**src/rtl/msgfifo_pkg.sv**
```systemverilog
package msgfifo_pkg;

  localparam int WIN_BYTES = 13;

  typedef struct packed {
    logic wrEn;
    logic headValid;
  } dpStrobe_t;

  function automatic logic [3:0] msgLen(input logic [7:0] hdr);
    logic [3:0] pay;
    logic [3:0] idBytes;
    pay = (hdr[3:0] > 4'd8) ? 4'd8 : hdr[3:0];
    if (hdr[6]) pay = 4'd0;
    idBytes = hdr[7] ? 4'd4 : 4'd2;
    return 4'd1 + idBytes + pay;
  endfunction

endpackage

```
**src/rtl/msgfifo_ctrl.sv**
```systemverilog
module msgfifo_ctrl
  import msgfifo_pkg::*;
#(
  parameter int DEPTH = 64,
  parameter int CNT_W = 8,
  localparam int AW = $clog2(DEPTH)
) (
  input  logic             clk,
  input  logic             rstN,
  input  logic             wrValid,
  input  logic [7:0]       wrByte,
  input  logic             wrCommit,
  input  logic             wrAbort,
  input  logic             relCmd,
  input  logic [7:0]       headHdr,
  output dpStrobe_t        strobe,
  output logic [AW-1:0]    wrAddr,
  output logic [AW-1:0]    rdPtr,
  output logic [3:0]       headLen,
  output logic [CNT_W:0]   pendCount,
  output logic             overrun
);

  logic [AW-1:0]  wrPtr;
  logic [AW:0]    usedBytes;
  logic [AW:0]    freeBytes;
  logic [3:0]     wrOff;
  logic [7:0]     hdrCur;
  logic [3:0]     curLen;
  logic [CNT_W-1:0] validCnt, lostCnt, lostNext, validNext;
  logic           byteTake, fits, acceptMsg, dropMsg, relValid, relLost;

  assign freeBytes = (AW+1)'(DEPTH) - usedBytes;
  assign byteTake  = wrValid && !wrCommit && !wrAbort && (wrOff < 4'(WIN_BYTES));
  assign curLen    = msgLen(hdrCur);
  assign fits      = (AW+1)'(curLen) <= freeBytes;
  assign acceptMsg = wrCommit && fits;
  assign dropMsg   = wrCommit && !fits;
  assign headLen   = msgLen(headHdr);
  assign relValid  = relCmd && (validCnt != '0);
  assign relLost   = relCmd && (validCnt == '0) && (lostCnt != '0);

  assign strobe.wrEn      = byteTake && ((AW+1)'(wrOff) < freeBytes);
  assign strobe.headValid = (validCnt != '0);
  assign wrAddr           = wrPtr + AW'(wrOff);
  assign pendCount        = {1'b0, validCnt} + {1'b0, lostCnt};

  always_comb begin
    validNext = validCnt + CNT_W'(acceptMsg) - CNT_W'(relValid);
    lostNext  = lostCnt;
    if (dropMsg && (lostCnt != '1)) lostNext = lostNext + 1'b1;
    if (relLost) lostNext = lostNext - 1'b1;
  end

  always_ff @(posedge clk) begin
    if (!rstN) begin
      wrPtr     <= '0;
      rdPtr     <= '0;
      usedBytes <= '0;
      wrOff     <= '0;
      hdrCur    <= '0;
      validCnt  <= '0;
      lostCnt   <= '0;
      overrun   <= 1'b0;
    end else begin
      if (wrCommit || wrAbort) begin
        wrOff <= '0;
      end else if (byteTake) begin
        wrOff <= wrOff + 1'b1;
        if (wrOff == '0) hdrCur <= wrByte;
      end
      if (acceptMsg) wrPtr <= wrPtr + AW'(curLen);
      if (relValid)  rdPtr <= rdPtr + AW'(headLen);
      usedBytes <= usedBytes + (acceptMsg ? (AW+1)'(curLen) : '0)
                             - (relValid ? (AW+1)'(headLen) : '0);
      validCnt <= validNext;
      lostCnt  <= lostNext;
      if (dropMsg) overrun <= 1'b1;
      else if ((validNext == '0) && (lostNext == '0)) overrun <= 1'b0;
    end
  end

  // bytes in use never exceed the store
  assert_capacity_R1: assert property (@(posedge clk) disable iff (!rstN)
    usedBytes <= (AW+1)'(DEPTH));

  // a drop raises the overrun output
  assert_drop_flags_R3: assert property (@(posedge clk) disable iff (!rstN)
    dropMsg |=> overrun);

  // a drop still adds a pending message
  assert_drop_counts_R7: assert property (@(posedge clk) disable iff (!rstN)
    (dropMsg && !relCmd && (lostCnt != '1)) |=> pendCount == $past(pendCount) + 1'b1);

  // an idle release changes nothing
  assert_idle_release_R9: assert property (@(posedge clk) disable iff (!rstN)
    (relCmd && (pendCount == '0) && !wrCommit) |=> (pendCount == '0) && $stable(rdPtr));

  // an abort leaves space and placement alone
  assert_abort_clean_R10: assert property (@(posedge clk) disable iff (!rstN)
    (wrAbort && !wrCommit && !relCmd) |=> $stable(usedBytes) && $stable(wrPtr));

endmodule

```
**src/rtl/msgfifo_data.sv**
```systemverilog
module msgfifo_data
  import msgfifo_pkg::*;
#(
  parameter int DEPTH = 64,
  localparam int AW = $clog2(DEPTH)
) (
  input  logic          clk,
  input  logic          rstN,
  input  dpStrobe_t     strobe,
  input  logic [AW-1:0] wrAddr,
  input  logic [7:0]    wrByte,
  input  logic [AW-1:0] rdPtr,
  input  logic [3:0]    headLen,
  input  logic [3:0]    rdAddr,
  output logic [7:0]    headHdr,
  output logic [7:0]    rdData
);

  logic [7:0]    store [DEPTH];
  logic [AW-1:0] winAddr;

  always_ff @(posedge clk) begin
    if (strobe.wrEn) store[wrAddr] <= wrByte;
  end

  assign headHdr = store[rdPtr];
  assign winAddr = rdPtr + AW'(rdAddr);
  assign rdData  = (strobe.headValid && (rdAddr < headLen)) ? store[winAddr] : 8'h00;

  // window reads zero with no kept message
  assert_empty_zero_R8: assert property (@(posedge clk) disable iff (!rstN)
    !strobe.headValid |-> (rdData == 8'h00));

endmodule

```
**src/rtl/msg_rx_fifo.sv**
```systemverilog
module msg_rx_fifo
  import msgfifo_pkg::*;
#(
  parameter int DEPTH = 64,
  parameter int CNT_W = 8,
  localparam int AW = $clog2(DEPTH)
) (
  input  logic             clk,
  input  logic             rstN,
  input  logic             wrValid,
  input  logic [7:0]       wrByte,
  input  logic             wrCommit,
  input  logic             wrAbort,
  input  logic             relCmd,
  input  logic [3:0]       rdAddr,
  output logic [7:0]       rdData,
  output logic [CNT_W:0]   pendCount,
  output logic             rxPending,
  output logic             overrun
);

  dpStrobe_t     strobe;
  logic [AW-1:0] wrAddr, rdPtr;
  logic [3:0]    headLen;
  logic [7:0]    headHdr;

  msgfifo_ctrl #(.DEPTH(DEPTH), .CNT_W(CNT_W)) uCtrl (
    .clk(clk), .rstN(rstN), .wrValid(wrValid), .wrByte(wrByte),
    .wrCommit(wrCommit), .wrAbort(wrAbort), .relCmd(relCmd),
    .headHdr(headHdr), .strobe(strobe), .wrAddr(wrAddr), .rdPtr(rdPtr),
    .headLen(headLen), .pendCount(pendCount), .overrun(overrun)
  );

  msgfifo_data #(.DEPTH(DEPTH)) uData (
    .clk(clk), .rstN(rstN), .strobe(strobe), .wrAddr(wrAddr), .wrByte(wrByte),
    .rdPtr(rdPtr), .headLen(headLen), .rdAddr(rdAddr),
    .headHdr(headHdr), .rdData(rdData)
  );

  assign rxPending = (pendCount != '0);

endmodule

```
**config.mk**
```make
export PLATFORM = sky130hd
export DESIGN_NAME = msg_rx_fifo
export DESIGN_NICKNAME = d
export VERILOG_FILES = /design/src/rtl/msgfifo_pkg.sv /design/src/rtl/msgfifo_ctrl.sv /design/src/rtl/msgfifo_data.sv /design/src/rtl/msg_rx_fifo.sv
export SDC_FILE = /design/constraint.sdc
export NUM_CORES = 1
export LEC_CHECK = 0
export ABC_AREA = 0
export BUFFER_PORTS_ARGS = -buffer_cell sky130_fd_sc_hd__buf_2
export CAP_MARGIN = 20
export CORE_UTILIZATION = 60
export CTS_CLUSTER_DIAMETER = 150
export DETAILED_ROUTE_END_ITERATION = 8
export PLACE_DENSITY = 0.79
export RECOVER_POWER = 100
export SLEW_MARGIN = 20
export SYNTH_ARGS = -nofsm -noshare
export SYNTH_HDL_FRONTEND = slang
export SYNTH_SLANG_ARGS = --single-unit
```
**constraint.sdc**
```tcl
create_clock -name clk -period 5.85 [get_ports clk]
set_clock_uncertainty 0.05 [all_clocks]
set_input_delay 0.2925 -clock clk [delete_from_list [all_inputs] [get_ports clk]]
set_output_delay 0.2925 -clock clk [all_outputs]
set_load 0.02 [all_outputs]
```
==> summary.txt <==
vias per cell: 7.07
Reg2Reg Setup Slack: 0.38 ns
Worst IR Drop VDD: 461 µV
Final Hold Fails: 0
Crit-path slowest cell: mux4_2
core region area: 0.0446 mm²
Tcrit/Tclk final: 0.967
Die Area: 0.0464 mm²
highest routed layer: met4
number of I/O pins: 37
Main synth FF type: edfxtp_1
crit path kind: reg -> out
pre-CTS WS: 0.183 ns
Power Density: 497 mW/mm²
gr ovfl total: 0
CTS Buf Count: 55
Cells after DPL: 2,137
Final ANT Viol Nets: 0
DR WL met2: 34,000 µm
Clock Path Buffers: 3
Finish-stage setup viols: 0
CTS tree: built
critical path required time: 5.51 ns
Hold Crit Start: relCmd
setup ws final: 0.194 ns
Mapped Cells: 1,546
Worst Max-Slew Pin Slew: 3.03 ns
non-filler cells, final: 2,251
slowest stage delay, CP: 0.53 ns
All-Layer GR Usage: 0.308
distinct cell type count after synthesis: 63
max-slew violation count: 527
die height: 215 µm
maxcap violations: 8
most frequent cells in the layout: edfxtp_1, mux4_2, nor2_1
Syn. warnings: 0
Worst Path Max Fanout: 19
Seq/Total Area, Yosys: 0.601
Total Power: 0.0151 W
Num Clock Sinks: 564
syn avg cell area: 17.7 µm²
share of post-route cells with drive strength above 1: 0.270
largest net degree at the start of global routing: 66
routed len/inst: 30.9 µm
area added between synthesis and finish: 11.2%
synthesized area: 0.0273 mm²
Post-route DRC: 0
hold slack final: 0.0715 ns
startpoint types: register
Filler Cell Count: 2,809
Total Wirelength: 69,500 µm
worst r2r dst: uCtrl.usedBytes[6]
post-detail-place hpwl: 42,900 µm
DR iter-0 viols: 1,933
FF+latch area: 0.0164 mm²
Post-synth ARST share: 0
Post-synth EDFFs: 512
port buffer count: 36
nets@finish: 1,709
Final Core Density: 0.681
multi-input logic area: 0.0104 mm²
clk slew on worst S/H paths: 0.07 ns
post-synth net total: 1,640
Std-Cell Rows: 77
failing checks: capacitance limit, slew limit
DR WL met3: 7850 µm
most common cell after layout, fill and taps aside: edfxtp_1
met1 WL: 24,600 µm
Initial DRT Pass Iterations: 5
RSZ-0062 raised after global routing: true
Critical Path AT: 5.31 ns
Relative slew margins: -1.02
nature of the critical path endpoint: primary output
Yosys reg bits: 564
vias post-DR: 15.9k
status: finished with violations
Max Clk Rate: 177 MHz
hold endpoint: uCtrl.lostCnt[0]
RD Place Congestion: 0.943
CP Cell Sequence: buf_4 > buf_12 > mux4_2 > mux4_2 > nand3b_1 > and3_1 > nand2_1 > a211oi_2 > buf_4 > fa_1 > inv_1 > ha_1 > a21o_1 > a21oi_2 > o31ai_2 > nand2_2 > and3_1 > buf_2
Clock Latency Late Sink: 0.62 ns
antenna violations before repair: 1
Min Clock Period, post-route: 5.66 ns
first-pass GRT wire length: 103,000 µm
Hold Crit Depth: 4
Die X: 215 µm
Starting Density: 0.612
CTS root buffer: clkbuf_16
R2R depth: 20
vias in the first global route: 16.2k
P_leak: 9.94 nW
H-tree levels: 2
min-delay worst type: in -> reg
==> power breakdown <==
group / switching (W) / internal [W] / total [W]
combinational: 0.00351 / 0.00316 / 0.00667
clock: 0.00155 / 0.00223 / 0.00378
sequential: 0.000136 / 0.00451 / 0.00464
total: 0.00519 / 0.00989 / 0.0151
==> logic make-up (layout without fill, tap and decap cells) <==
group / count (synthesis) / in the layout / share of synthesized area
xor+xnor: 57 / 57 / 0.0183
buf+inv: 124 / 236 / 0.0202
simple gates: 295 / 295 / 0.0525
compound gates: 122 / 122 / 0.0293
flops: 564 / 564 / 0.601
other cells: 0 / 1 / 0
mux: 308 / 308 / 0.241
fa+ha+maj: 76 / 76 / 0.0381
==> worst max-delay path by stage <==
stage          cells after the start  startpoint            endpoint  slack, ns
2_1_floorplan                     19    register  uCtrl.usedBytes[6]       0.74
3_3_place_gp                      21    register  uCtrl.usedBytes[6]       0.22
3_5_place_dp                      20    register  uCtrl.usedBytes[6]       0.18
4_1_cts                           17    register           rdData[4]       0.04
5_1_grt                           17    register           rdData[4]     -0.007
6_report                          18    register           rdData[5]       0.19
==> Yosys cell counts, drive strengths merged, types with 3 or more instances <==
cell / n / share of area
mux2i: 29 / 0.011
nand2: 49 / 0.0068
and3: 15 / 0.0034
nand3b: 4 / 0.0011
edfxtp: 512 / 0.56
or3: 5 / 0.0011
a211oi: 15 / 0.0041
buf: 46 / 0.0095
inv: 47 / 0.0065
mux4: 277 / 0.23
and2: 15 / 0.0034
clkbuf: 30 / 0.0041
a31oi: 3 / 0.00069
o21a: 5 / 0.0014
o21ai: 20 / 0.0037
o211a: 3 / 0.0011
ha: 64 / 0.029
a21oi: 37 / 0.0068
nor2: 118 / 0.016
dfxtp: 52 / 0.038
xor2: 18 / 0.0058
nor2b: 23 / 0.0053
o21bai: 4 / 0.0011
nor3b: 3 / 0.00082
nand2b: 7 / 0.0016
xnor2: 39 / 0.013
nor4: 6 / 0.0018
nand3: 23 / 0.0042
nor3: 9 / 0.0018
nand4: 8 / 0.0018
fa: 12 / 0.0088
a21o: 17 / 0.0047
==> layout make-up <==
| type | count | share of cell area |
|---|---|---|
| antenna | 1 | 0.0000824 |
| clock buffer | 63 | 0.0480 |
| clock inverter | 37 | 0.0151 |
| inverter | 48 | 0.00593 |
| multi-input combinational | 858 | 0.343 |
| sequential | 564 | 0.541 |
| tap | 592 | 0.0244 |
| timing repair buffer | 88 | 0.0225 |
==> state kept, by name, indices dropped and copies added, names as in the netlist, named ones only <==
| register | cells |
|---|---|
| uCtrl.overrun | 1 |
| uCtrl.lostCnt | 8 |
| uCtrl.hdrCur | 6 |
| uCtrl.rdPtr | 6 |
| uCtrl.usedBytes | 7 |
| uData.store | 512 |
| uCtrl.wrPtr | 6 |
| uCtrl.validCnt | 8 |
| uCtrl.wrOff | 4 |
==> what timing repair did <==
action / 4_1_cts / 5_1_grt
resized for setup: 0 / 5
setup buffers: 5 / 5
endpoints found under the hold margin: 5 / 0
setup endpoints to repair: 8 / 9
hold buffers: 2 / 0
==> metal layers <==
layer | global-route usage | vias to the layer above
li1 | - | 6463
met1 | 0.408 | 8143
met2 | 0.495 | 1095
met3 | 0.0705 | 206
met4 | 0.136 | 0
met5 | 0 | -
==> metrics by stage <==
stage	setup TNS [ns]	cell area (µm²)
finish	0	30400
global route	-0.00659	30400
CTS	0	30300
detailed placement	0	28300
global placement	0	28300
floorplan	0	27300
==> critical path, delay by kind of cell (launching register included) <==
kind | cells | cell delay [ns]
multiplexers | 2 | 1.05
buffers and inverters | 5 | 0.84
AND/OR/NAND/NOR | 5 | 0.84
adder cells (fa/ha/maj) | 2 | 0.79
AO/OA/AOI/OAI | 4 | 0.71
flip-flops | 1 | 0.46
No activity file was read; power rests on OpenSTA's default activity.
